## config.mk

```make
export PLATFORM = sky130hd
export DESIGN_NAME = wbuf_top
export DESIGN_NICKNAME = d
export VERILOG_FILES = /design/src/rtl/wbuf_pkg.sv /design/src/rtl/wbuf_store.sv /design/src/rtl/wbuf_match.sv /design/src/rtl/wbuf_drain.sv /design/src/rtl/wbuf_top.sv
export SDC_FILE = /design/constraint.sdc
export NUM_CORES = 1
export LEC_CHECK = 0
export BUFFER_PORTS_ARGS = -buffer_cell sky130_fd_sc_hd__buf_4
export CORE_UTILIZATION = 40
export DETAILED_ROUTE_END_ITERATION = 8
export HOLD_SLACK_MARGIN = 0.12
export PLACE_DENSITY = 0.64
export SETUP_SLACK_MARGIN = 0.1
export SLEW_MARGIN = 20
export SYNTH_ARGS = -nofsm -noshare
export SYNTH_HDL_FRONTEND = slang
export SYNTH_SLANG_ARGS = --single-unit
```

## constraint.sdc

```tcl
create_clock -name clk -period 21.3 [get_ports clk]
set_clock_uncertainty 0.1 [all_clocks]
set_input_delay 2.13 -clock clk [delete_from_list [all_inputs] [get_ports clk]]
set_output_delay 2.13 -clock clk [all_outputs]
set_load 0.005 [all_outputs]
```

## src/rtl/wbuf_pkg.sv

```systemverilog
package wbuf_pkg;

    // Drain engine state: no write outstanding, or one write requested.
    typedef enum logic [0:0] {
        DR_IDLE = 1'b0,
        DR_BUSY = 1'b1
    } drain_state_t;

    // Advance a circular slot pointer with an explicit wrap.
    function automatic int unsigned next_slot(input int unsigned cur, input int unsigned depth);
        return (cur == depth - 1) ? 0 : cur + 1;
    endfunction

endpackage

```

## src/rtl/wbuf_store.sv

```systemverilog
module wbuf_store
    import wbuf_pkg::*;
#(
    parameter int AW    = 32,
    parameter int DW    = 32,
    parameter int DEPTH = 4
) (
    input  logic                  clk,
    input  logic                  rst_n,
    input  logic                  push,
    input  logic [AW-1:0]         push_addr,
    input  logic [DW-1:0]         push_data,
    input  logic                  pop,
    output logic [AW-1:0]         head_addr,
    output logic [DW-1:0]         head_data,
    output logic                  full,
    output logic                  empty,
    output logic                  more_than_one,
    output logic [DEPTH*AW-1:0]   slot_addr_flat,
    output logic [DEPTH-1:0]      slot_valid
);

    localparam int PW = (DEPTH > 1) ? $clog2(DEPTH) : 1;
    localparam int CW = $clog2(DEPTH + 1);
    localparam logic [CW-1:0] CNT_FULL = CW'(DEPTH);

    logic [AW-1:0] addr_q [DEPTH];
    logic [DW-1:0] data_q [DEPTH];
    logic [DEPTH-1:0] valid_q;
    logic [PW-1:0] wr_ptr, rd_ptr;
    logic [CW-1:0] count;

    always_ff @(posedge clk) begin
        if (!rst_n) begin
            wr_ptr <= '0;
            rd_ptr <= '0;
            count  <= '0;
        end else begin
            if (push) begin
                wr_ptr <= PW'(next_slot(int'(wr_ptr), DEPTH));
            end
            if (pop) begin
                rd_ptr <= PW'(next_slot(int'(rd_ptr), DEPTH));
            end
            if (push && !pop) begin
                count <= count + 1'b1;
            end else if (pop && !push) begin
                count <= count - 1'b1;
            end
        end
    end

    for (genvar i = 0; i < DEPTH; i++) begin : g_slot
        always_ff @(posedge clk) begin
            if (!rst_n) begin
                addr_q[i]  <= '0;
                data_q[i]  <= '0;
                valid_q[i] <= 1'b0;
            end else begin
                if (push && (wr_ptr == PW'(i))) begin
                    addr_q[i]  <= push_addr;
                    data_q[i]  <= push_data;
                    valid_q[i] <= 1'b1;
                end else if (pop && (rd_ptr == PW'(i))) begin
                    valid_q[i] <= 1'b0;
                end
            end
        end
        assign slot_addr_flat[i*AW +: AW] = addr_q[i];
    end

    assign slot_valid    = valid_q;
    assign head_addr     = addr_q[rd_ptr];
    assign head_data     = data_q[rd_ptr];
    assign full          = (count == CNT_FULL);
    assign empty         = (count == '0);
    assign more_than_one = (count > CW'(1));

    // the stall logic upstream must never let a store into a full queue.
    p_no_overflow_r5: assert property (@(posedge clk) disable iff (!rst_n)
        push |-> !full);

    // an entry is removed only when one is actually pending.
    p_no_underflow_r7: assert property (@(posedge clk) disable iff (!rst_n)
        pop |-> !empty);

    // occupancy moves only through accepted stores or acknowledged writes.
    p_count_hold_r2: assert property (@(posedge clk) disable iff (!rst_n)
        (!push && !pop) |=> $stable(count));

endmodule

```

## src/rtl/wbuf_match.sv

```systemverilog
module wbuf_match #(
    parameter int AW    = 32,
    parameter int DEPTH = 4
) (
    input  logic [AW-1:0]       probe_addr,
    input  logic [DEPTH*AW-1:0] slot_addr_flat,
    input  logic [DEPTH-1:0]    slot_valid,
    output logic                hit
);

    logic [DEPTH-1:0] slot_hit;

    for (genvar i = 0; i < DEPTH; i++) begin : g_cmp
        assign slot_hit[i] = slot_valid[i] && (slot_addr_flat[i*AW +: AW] == probe_addr);
    end

    assign hit = |slot_hit;

endmodule

```

## src/rtl/wbuf_drain.sv

```systemverilog
module wbuf_drain
    import wbuf_pkg::*;
(
    input  logic clk,
    input  logic rst_n,
    input  logic empty,
    input  logic more_than_one,
    input  logic push,
    input  logic mem_ack,
    output logic mem_req,
    output logic pop
);

    drain_state_t state, state_nx;

    always_ff @(posedge clk) begin
        if (!rst_n) begin
            state <= DR_IDLE;
        end else begin
            state <= state_nx;
        end
    end

    always_comb begin
        state_nx = state;
        unique case (state)
            DR_IDLE: begin
                if (!empty) begin
                    state_nx = DR_BUSY;
                end
            end
            DR_BUSY: begin
                if (mem_ack) begin
                    state_nx = (more_than_one || push) ? DR_BUSY : DR_IDLE;
                end
            end
            default: state_nx = DR_IDLE;
        endcase
    end

    always_comb begin
        mem_req = 1'b0;
        pop     = 1'b0;
        unique case (state)
            DR_IDLE: begin
                mem_req = 1'b0;
            end
            DR_BUSY: begin
                mem_req = 1'b1;
                pop     = mem_ack;
            end
            default: begin
                mem_req = 1'b0;
            end
        endcase
    end

    // a request, once raised, is held until memory acknowledges it.
    p_hold_req_r7: assert property (@(posedge clk) disable iff (!rst_n)
        (mem_req && !mem_ack) |=> mem_req);

endmodule

```

## src/rtl/wbuf_top.sv

```systemverilog
module wbuf_top #(
    parameter int AW    = 32,
    parameter int DW    = 32,
    parameter int DEPTH = 4
) (
    input  logic          clk,
    input  logic          rst_n,
    input  logic          st_valid,
    input  logic [AW-1:0] st_addr,
    input  logic [DW-1:0] st_data,
    output logic          st_stall,
    output logic          mem_req,
    output logic [AW-1:0] mem_addr,
    output logic [DW-1:0] mem_data,
    input  logic          mem_ack,
    output logic          buf_empty
);

    logic                push, pop, full, empty, more_than_one, hit;
    logic [DEPTH*AW-1:0] slot_addr_flat;
    logic [DEPTH-1:0]    slot_valid;

    wbuf_store #(.AW(AW), .DW(DW), .DEPTH(DEPTH)) u_store (
        .clk            (clk),
        .rst_n          (rst_n),
        .push           (push),
        .push_addr      (st_addr),
        .push_data      (st_data),
        .pop            (pop),
        .head_addr      (mem_addr),
        .head_data      (mem_data),
        .full           (full),
        .empty          (empty),
        .more_than_one  (more_than_one),
        .slot_addr_flat (slot_addr_flat),
        .slot_valid     (slot_valid)
    );

    wbuf_match #(.AW(AW), .DEPTH(DEPTH)) u_match (
        .probe_addr     (st_addr),
        .slot_addr_flat (slot_addr_flat),
        .slot_valid     (slot_valid),
        .hit            (hit)
    );

    wbuf_drain u_drain (
        .clk           (clk),
        .rst_n         (rst_n),
        .empty         (empty),
        .more_than_one (more_than_one),
        .push          (push),
        .mem_ack       (mem_ack),
        .mem_req       (mem_req),
        .pop           (pop)
    );

    // Hold off a store while the queue is full or an older copy of its
    // address still waits; the older copy drains first.
    assign st_stall  = st_valid && (full || hit);
    assign push      = st_valid && !st_stall;
    assign buf_empty = empty;

    // the presented write does not change while memory is working on it.
    p_req_stable_r7: assert property (@(posedge clk) disable iff (!rst_n)
        (mem_req && !mem_ack) |=> ($stable(mem_addr) && $stable(mem_data)));

    // nothing is requested from memory when nothing is pending.
    p_empty_idle_r8: assert property (@(posedge clk) disable iff (!rst_n)
        buf_empty |-> !mem_req);

endmodule

```

# After elaboration in Yosys (flattened, before gate mapping)
# Memory sizes are Yosys's and may differ from the RTL's. A register that Yosys moved wholly into a read port is not among the register bits.
# Cells that the tools add are included.
# Widths: inputs -> output; s select.
[word_totals]
mem_count = 2
regBits = 12
mem_bits_rw = 256
inputBits = 68
[memory_table]
columns = ["name", "words", "word_bits", "rd", "rd_clocked_by_memory_dff", "wr", "line_no", "rtl"]
rows = [
  ["u_store.addr_q", 4, 32, 5, 1, 4, "wbuf_store.sv:27", "logic [AW-1:0] addr_q [DEPTH];"],
  ["u_store.data_q", 4, 32, 1, 1, 4, "wbuf_store.sv:28", "logic [DW-1:0] data_q [DEPTH];"],
]
[op_classes]
n_lt_le_gt_ge = 1
bitwise_logic = 9
n_eq_ne = 11
add_sub_neg = 4
muxes = 43
n_reduce_logical = 30
[op_table]
columns = ["op", "n"]
rows = [
  ["$mux 32", 8],
  ["$eq 32x32->1", 4],
  ["$mux 1", 25],
  ["$logic_and 1x1->1", 16],
  ["$mux 2", 6],
  ["$reduce_bool 2->1", 5],
  ["$eq 2x2->1 const B", 4],
  ["$or 1x1->1", 8],
  ["$mux 3", 2],
  ["$add 2x1->2 const B", 2],
  ["$eq 2x1->1 const B", 2],
  ["$logic_not 2->1", 2],
  ["$pmux 1 s2", 2],
  ["$reduce_or 4->1", 1],
  ["$add 3x1->3 const B", 1],
  ["$eq 3x3->1 const B", 1],
  ["$gt 3x1->1 const B", 1],
  ["$logic_not 1->1", 3],
  ["$logic_not 3->1", 1],
  ["$sub 3x1->3 const B", 1],
  ["$logic_or 1x1->1", 2],
  ["$not 1->1", 1],
]

# Logic depth before layout (Yosys ltp)
# Gate-level depths: netlist (run 1).
# An unclocked memory read counts as a cell.
[depth]
depth_word = 13
mapped_depth = 11

# By module
# A second synthesis (run 1) with hierarchy kept.
[unflattened]
cells_unflattened = 953
hier_area_um2 = 12861.1
[modules_own_cells]
columns = ["module", "seq_area_each_um2", "instances", "cells_each", "area_each_um2"]
rows = [
  ["wbuf_store", 7947.6, 1, 768, 11377.2],
  ["wbuf_match", 0.0, 1, 177, 1408.9],
  ["wbuf_drain", 20.0, 1, 6, 55.1],
  ["wbuf_top", 0.0, 1, 2, 20.0],
]

# Least setup slack after synthesis (run 1)
# OpenSTA, ideal clock, no wires.
[synth_timing]
kind = "input to register"
from = "input port st_addr[9]"
to = "memory u_store.addr_q[3][0], enable pin"
required_ns = 20.619
setup_slack_ns = 12.638
cell_stages = 8
arrival_ns = 7.980
path_cell_list = "buf_2 -> xor2_1 -> nor4_1 -> and3_1 -> nand3_1 -> nand4_4 -> buf_2 -> o31ai_1"
[synth_rtl]
columns = ["item", "line_no", "rtl"]
rows = [
  ["start, declared", "wbuf_top.sv:9", "input logic [AW-1:0] st_addr,"],
  ["end, declared", "wbuf_store.sv:27", ""],
]

# Worst setup path in the final report (run 1)
[layout_timing]
from = "input port st_addr[25]"
to = "output port st_stall"
[layout_via]
elab_chain_cells = 5
word_cells_on_any_way = 11
[layout_rtl]
columns = ["item", "line_no", "rtl"]
rows = [
  ["$eq 32x32->1", "wbuf_match.sv:14", "assign slot_hit[i] = slot_valid[i] && (slot_addr_flat[i*AW +: AW] == probe_addr);"],
  ["$logic_and 1x1->1", "wbuf_match.sv:14", ""],
  ["$reduce_or 4->1 *", "wbuf_match.sv:17", "assign hit = |slot_hit;"],
  ["$logic_or 1x1->1 *", "wbuf_top.sv:59", "assign st_stall = st_valid && (full || hit);"],
  ["$logic_and 1x1->1 *", "wbuf_top.sv:59", ""],
  ["end, declared", "wbuf_top.sv:11", "output logic st_stall,"],
]
# Mark *: on every way between the ends. The rest lies on a longest branch, timed or not.

==> results.json, run 1 <==
{
  "drt-total-wl_um": 33400,
  "cp_max_fo": 19,
  "ant_nets": 0,
  "synthToLayoutAreaGrowth_pct": 15.9,
  "cp.required_ns": 19.07,
  "root_buffer": "clkbuf_16",
  "hold_violations": 0,
  "worstMarginPinSlew_ns": 1.10,
  "slew_headroom": 0.268,
  "grt_pass1_vias": 7873,
  "fp.dieW_um": 186,
  "vias_per_cell": 5.10,
  "dr.pass1.iters": 5,
  "syn_area_per_cell_um2": 14.7,
  "clockBufferDepth": 3,
  "setup.worst_path.class": "in2out",
  "finalCriticalPeriod_ns": 6.49,
  "syn_nets": 1002,
  "synth_most_common_cell": "edfxtp_1",
  "route.vias.total": 7648,
  "slew_violations": 0,
  "design.die.area_um2": 34600,
  "drive_gt1_frac": 0.256,
  "period_share": 0.305,
  "synthTopCellsByArea": "edfxtp_1 (57%), and2_1 (11%), mux4_2 (11%), xnor2_1 (5.7%), xor2_1 (2.5%)",
  "instances_no_fill": 1499,
  "power.leakage_uw": 0.00575,
  "grt_max_degree": 65,
  "start_util": 0.405,
  "ctsHoldBuffers": 0,
  "port_buffers": 134,
  "ys.flop_type": "edfxtp_1",
  "r2r-end": "u_store.data_q[2][15]",
  "hold_path_class": "reg2reg",
  "core_region_area_um2": 33400,
  "cts.htree.levels": 1,
  "synth-async-reset-ratio": 0,
  "cts.sinks": 270,
  "ys_ff_latch": 270,
  "reg2regPathDepth": 8,
  "cts_setup_buffers": 0,
  "end_kind": "output port",
  "start_kind": "input port",
  "final_net_count": 1105,
  "antenna_found_initial": 1,
  "rows": 67,
  "synth-edff-count": 256,
  "synthCells": 921,
  "drt-initial-drc-count": 488,
  "maxCapViolations": 0,
  "regToRegSetupSlack_ns": 17.60,
  "die_y_um": 186,
  "io_pins": 135,
  "r2r_start": "u_store.addr_q[2][22]",
  "avgRoutedWirePerCell_um": 22.3,
  "synth_top_area_cell": "edfxtp_1",
  "clk_latency_ns": 0.56,
  "cp.arrival_ns": 4.26,
  "grt.overflow.total": 0,
  "vdd_drop_max_v": 0.0000681,
  "synthesis.area_um2": 13500,
  "post_cts_resized": 0,
  "routabilityCongestion": 0.885,
  "rsz0062_at_grt": "false",
  "crit_path_end": "st_stall",
  "dp_cells": 1440,
  "grt_pass1_wl_um": 49600,
  "synth_top_area_share": 0.567,
  "dp_hpwl_um": 21000,
  "power_density_nw_per_um2": 98.4,
  "yosys_warnings": 0,
  "cts_tree": "built",
  "final-setup-viol-count": 0,
  "fmax_ghz": 0.154,
  "fillers": 2976,
  "status": "finished clean",
  "cp-startpoint": "st_addr[25]",
  "drcViolationCount": 0,
  "numCtsBuffers": 30,
  "synth-seq-area-share": 0.588,
  "clkTransAtPathRegs_ns": 0.06,
  "ys_types": 38,
  "grt_use_total": 0.197,
  "synthTopCellsByCount": "edfxtp_1 (256), and2_1 (247), xnor2_1 (88), mux4_2 (64), xor2_1 (38)",
  "tns_ns": 0
}
==> worst min-delay path by stage <==
| stage | from | end | slack [ns] | cells after the start |
|---|---|---|---|---|
| 2_1_floorplan | u_store.slot_valid[2] | u_store.slot_valid[2] | 0.34 | 1 |
| 3_3_place_gp | u_store.slot_valid[3] | u_store.slot_valid[3] | 0.37 | 1 |
| 3_5_place_dp | u_store.slot_valid[3] | u_store.slot_valid[3] | 0.37 | 1 |
| 4_1_cts | u_store.slot_valid[3] | u_store.slot_valid[3] | 0.39 | 1 |
| 5_1_grt | u_store.slot_valid[3] | u_store.slot_valid[3] | 0.40 | 1 |
| 6_report | u_store.slot_valid[3] | u_store.slot_valid[3] | 0.38 | 1 |
==> cells by family (layout without fill, tap and decap cells) <==
kind of cell	Yosys count	after routing	share of synthesized area
adder cells (fa/ha/maj)	13	13	0.0120
flip-flops	270	270	0.588
buffers and inverters	88	215	0.0429
AND/OR/NAND/NOR	338	338	0.156
AO/OA/AOI/OAI	19	19	0.0107
other	0	3	0
multiplexers	67	67	0.109
XOR/XNOR	126	126	0.0815
==> state kept, by name (all words and copies together) (netlist names), named ones only <==
name,cells
u_store.addr_q,128
u_store.slot_valid,4
u_store.wr_ptr,2
u_store.data_q,128
u_drain.state,1
u_store.count,3
u_store.rd_ptr,2
==> through the flow <==
stage	hold slack [ns]	setup slack, ns	util	total power, uW	cell area (um^2)
2_1_floorplan	0.340	12.64	-	897	13500
5_1_grt	0.405	14.62	0.469	1610	15700
3_3_place_gp	0.367	14.77	0.440	1050	14700
6_report	0.384	14.81	0.469	1540	15700
3_5_place_dp	0.373	14.77	0.440	1050	14700
4_1_cts	0.387	14.74	0.469	1560	15700
==> worst max-delay path: stages <==
cell and delay (ns):
buf_4 0.15, xor2_1 0.14, nor4_1 0.45, nand4_1 0.14, or4_4 0.58, nand4_4 0.32, a21oi_1 0.08, nor2b_1 0.14
buf_4 0.12
==> placed cells by master (no fill, tap or decap), types with 2 or more instances in the layout <==
cell type / instances
nand2_1: 17
nor2_1: 2
nor2b_1: 2
inv_1: 14
xnor2_1: 88
edfxtp_1: 256
nor3_1: 4
clkbuf_8: 9
dfxtp_4: 2
dfxtp_1: 12
a21oi_1: 2
nand2b_1: 3
a21bo_4: 3
mux2i_1: 3
nand4_1: 22
buf_4: 145
ha_1: 13
clkbuf_16: 30
diode_2: 3
xor2_1: 38
mux4_2: 64
a31o_1: 4
nor3_4: 4
clkinv_2: 4
o21ai_0: 4
and2_1: 247
clkbuf_1: 10
a21boi_0: 2
nor4_1: 25
nand3_1: 6
==> power breakdown <==
part / switching [uW] / leakage [uW] / internal (uW) / total (uW)
Clock: 210 / 0.000484 / 303 / 513
Combinational: 163 / 0.00246 / 165 / 328
Sequential: 42.0 / 0.00280 / 661 / 703
Total: 415 / 0.00575 / 1130 / 1540
==> per-layer routing <==
metal | routed length (um) | global-route usage
met5 | 0 | 0
met4 | 811 | 0.0528
met3 | 2540 | 0.0477
met2 | 15900 | 0.320
met1 | 14200 | 0.264
==> layout make-up <==
type	instances	area, um^2	share of cell area
sequential	270	7980	0.508
multi-input combinational	563	5030	0.320
timing repair buffer	145	1090	0.0694
clock buffer	49	912	0.0581
tap	448	561	0.0357
clock inverter	7	70.1	0.00446
inverter	14	52.6	0.00335
antenna	3	7.51	0.000478
Note: power is estimated with default switching activity, not from simulation.
==> inputs of run 2 (changes only) <==
==> constraint.sdc (replaced) <==
create_clock -name clk -period 6.8 [get_ports clk]
set_clock_uncertainty 0.1 [all_clocks]
set_input_delay 0.68 -clock clk [delete_from_list [all_inputs] [get_ports clk]]
set_output_delay 0.68 -clock clk [all_outputs]
set_load 0.005 [all_outputs]
==> run 2 against run 1 <==
Final cell count shrank 0.33%. Wire length shrank 2.8%. Hold slack worse by 0.060 ns. Clock-buffer cell count shrank 9. Sequential share of layout area increased by 0.35 points. Sequential cell count is the same. Sequential power grew to 3.1 times the previous value. Utilization fell by 0.33 points. Critical path type is now reg2out. Largest cell class unchanged.
==> results.json, run 2 (synthesized netlist as in run 1, its figures left out) <==
{
  "post_cts_resized": 0,
  "grt_max_degree": 65,
  "r2r_start": "u_store.addr_q[3][25]",
  "p_seq_frac": 0.469,
  "post-place-ws_ns": 2.72,
  "swShare": 0.271,
  "clkTransAtPathRegs_ns": 0.06,
  "status": "finished clean",
  "end_kind": "output port",
  "finalCriticalPeriod_ns": 3.98,
  "final_common_cell": "edfxtp_1",
  "route.vias.total": 7621,
  "power_density_nw_per_um2": 302,
  "drcViolationCount": 0,
  "start_kind": "flop",
  "fillers": 3002,
  "start_util": 0.405,
  "comb_power_share": 0.216,
  "hold_depth": 2,
  "port_buffers": 134,
  "maxCapViolations": 0,
  "regToRegSetupSlack_ns": 3.07,
  "design.die.area_um2": 34600,
  "slew_headroom": 0.296,
  "cp.arrival_ns": 3.20,
  "fin_util": 0.466,
  "power_uw": 4700,
  "clockBufferDepth": 3,
  "hold_violations": 0,
  "avgRoutedWirePerCell_um": 21.8,
  "slowest_stage": "or4_4",
  "placed_cell_area_um2": 14700,
  "cp.required_ns": 6.02,
  "clk_latency_ns": 0.55,
  "slew_violations": 0,
  "final_net_count": 1102,
  "period_share": 0.585,
  "root_buffer": "clkbuf_16",
  "reg2regPathDepth": 8,
  "cts_setup_buffers": 0,
  "antenna_found_initial": 2,
  "r2r-end": "u_store.addr_q[0][7]",
  "drt-total-wl_um": 32500,
  "routabilityCongestion": 0.842,
  "ctsHoldBuffers": 0,
  "p_clk_frac": 0.315,
  "cpLargestDelayFamily": "simple AND/OR/NAND/NOR gates",
  "die_y_um": 186,
  "fmax_ghz": 0.251,
  "mostFrequentLayoutCells": "edfxtp_1 (256), and2_1 (247), buf_4 (142), xnor2_1 (88), mux4_2 (64)",
  "layout_setup_ws_ns": 2.82,
  "hold_path_class": "in2reg",
  "grt_use_total": 0.191,
  "p_int_uw": 3430,
  "critical_path.cell_chain": "xor2_1, nor4_1, nand4_1, or4_4, nand4_4, a21oi_1, nor2b_1, buf_4",
  "ant_nets": 0,
  "grt.overflow.total": 0,
  "rsz0062_at_grt": "false",
  "grt_pass1_wl_um": 48300,
  "tns_ns": 0,
  "core_region_area_um2": 33400,
  "power_switching_uw": 1270,
  "synthToLayoutAreaGrowth_pct": 15.1,
  "drt-initial-drc-count": 574,
  "grt_pass1_vias": 7759,
  "worstMarginPinSlew_ns": 1.06,
  "cts.sinks": 270,
  "io_pins": 135,
  "dp_hpwl_um": 20400,
  "cts.htree.levels": 1,
  "setup.worst_path.class": "reg2out",
  "rows": 67,
  "critical_path.max_stage_delay_ns": 0.60,
  "postLayoutCellArea_um2": 15600,
  "final-setup-viol-count": 0,
  "vdd_drop_max_v": 0.000181,
  "hp-start": "st_data[19]",
  "vias_per_cell": 5.10,
  "power.leakage_uw": 0.00569,
  "path_buf_inv": 1,
  "cp_max_fo": 19,
  "drive_gt1_frac": 0.249,
  "min_to": "u_store.data_q[1][19]",
  "cts_tree": "built",
  "numCtsBuffers": 29,
  "fp.dieW_um": 186,
  "dr.pass1.iters": 5
}
run 2: cell types whose count changed in the layout (fill, tap and decap cells not counted), sizes merged:
| cell | previous run | this run |
|---|---|---|
| buf | 145 | 143 |
| inv | 14 | 15 |
| clkbuf | 49 | 40 |
| diode | 3 | 2 |
| clkinv | 6 | 12 |
run 2: worst max-delay path by stage:
| stage | from | end | slack, ns | cells past startpoint |
|---|---|---|---|---|
| finish | u_store.addr_q[3][25] | st_stall | 2.82 | 8 |
| detailed placement | st_addr[6] | u_store.data_q[1][7] | 2.72 | 9 |
| global placement | st_addr[6] | u_store.addr_q[0][17] | 2.76 | 9 |
| CTS | u_store.addr_q[3][25] | st_stall | 2.87 | 8 |
| global route | u_store.addr_q[3][25] | st_stall | 2.75 | 8 |
| floorplan | st_addr[9] | u_store.addr_q[3][0] | 1.60 | 8 |
run 2: layer usage:
metal,track usage,up-vias,routed length (um),part of all wire
met5,0,-,0,0
li1,-,3528,-,-
met4,0.0479,0,735,0.023
met3,0.0350,48,2040,0.063
met2,0.309,232,15200,0.47
met1,0.266,3813,14500,0.45
run 2: power by group through the flow:
stage          clock network [uW]  logic [uW]  registers [uW]
3_5_place_dp                    0        1030            2240
2_1_floorplan                   0         635            2180
5_1_grt                      1560        1100            2230
6_report                     1480        1020            2200
4_1_cts                      1500        1040            2210
3_3_place_gp                    0        1030            2230
run 2: layout make-up:
| cell class | count | area, um^2 | share of cell area |
|---|---|---|---|
| Inverter | 14 | 52.6 | 0.00337 |
| Multi-Input combinational cell | 563 | 5030 | 0.323 |
| Sequential cell | 270 | 7980 | 0.512 |
| Antenna cell | 2 | 5.00 | 0.000321 |
| Timing Repair Buffer | 143 | 1090 | 0.0697 |
| Tap cell | 448 | 561 | 0.0360 |
| Clock buffer | 40 | 787 | 0.0505 |
| Clock inverter | 14 | 91.3 | 0.00586 |
run 2: stage by stage:
stage          instances  hold slack [ns]
6_report            1494            0.325
5_1_grt             1492            0.309
4_1_cts             1492            0.306
3_5_place_dp        1438            0.369
3_3_place_gp        1438            0.364
2_1_floorplan        921            0.340
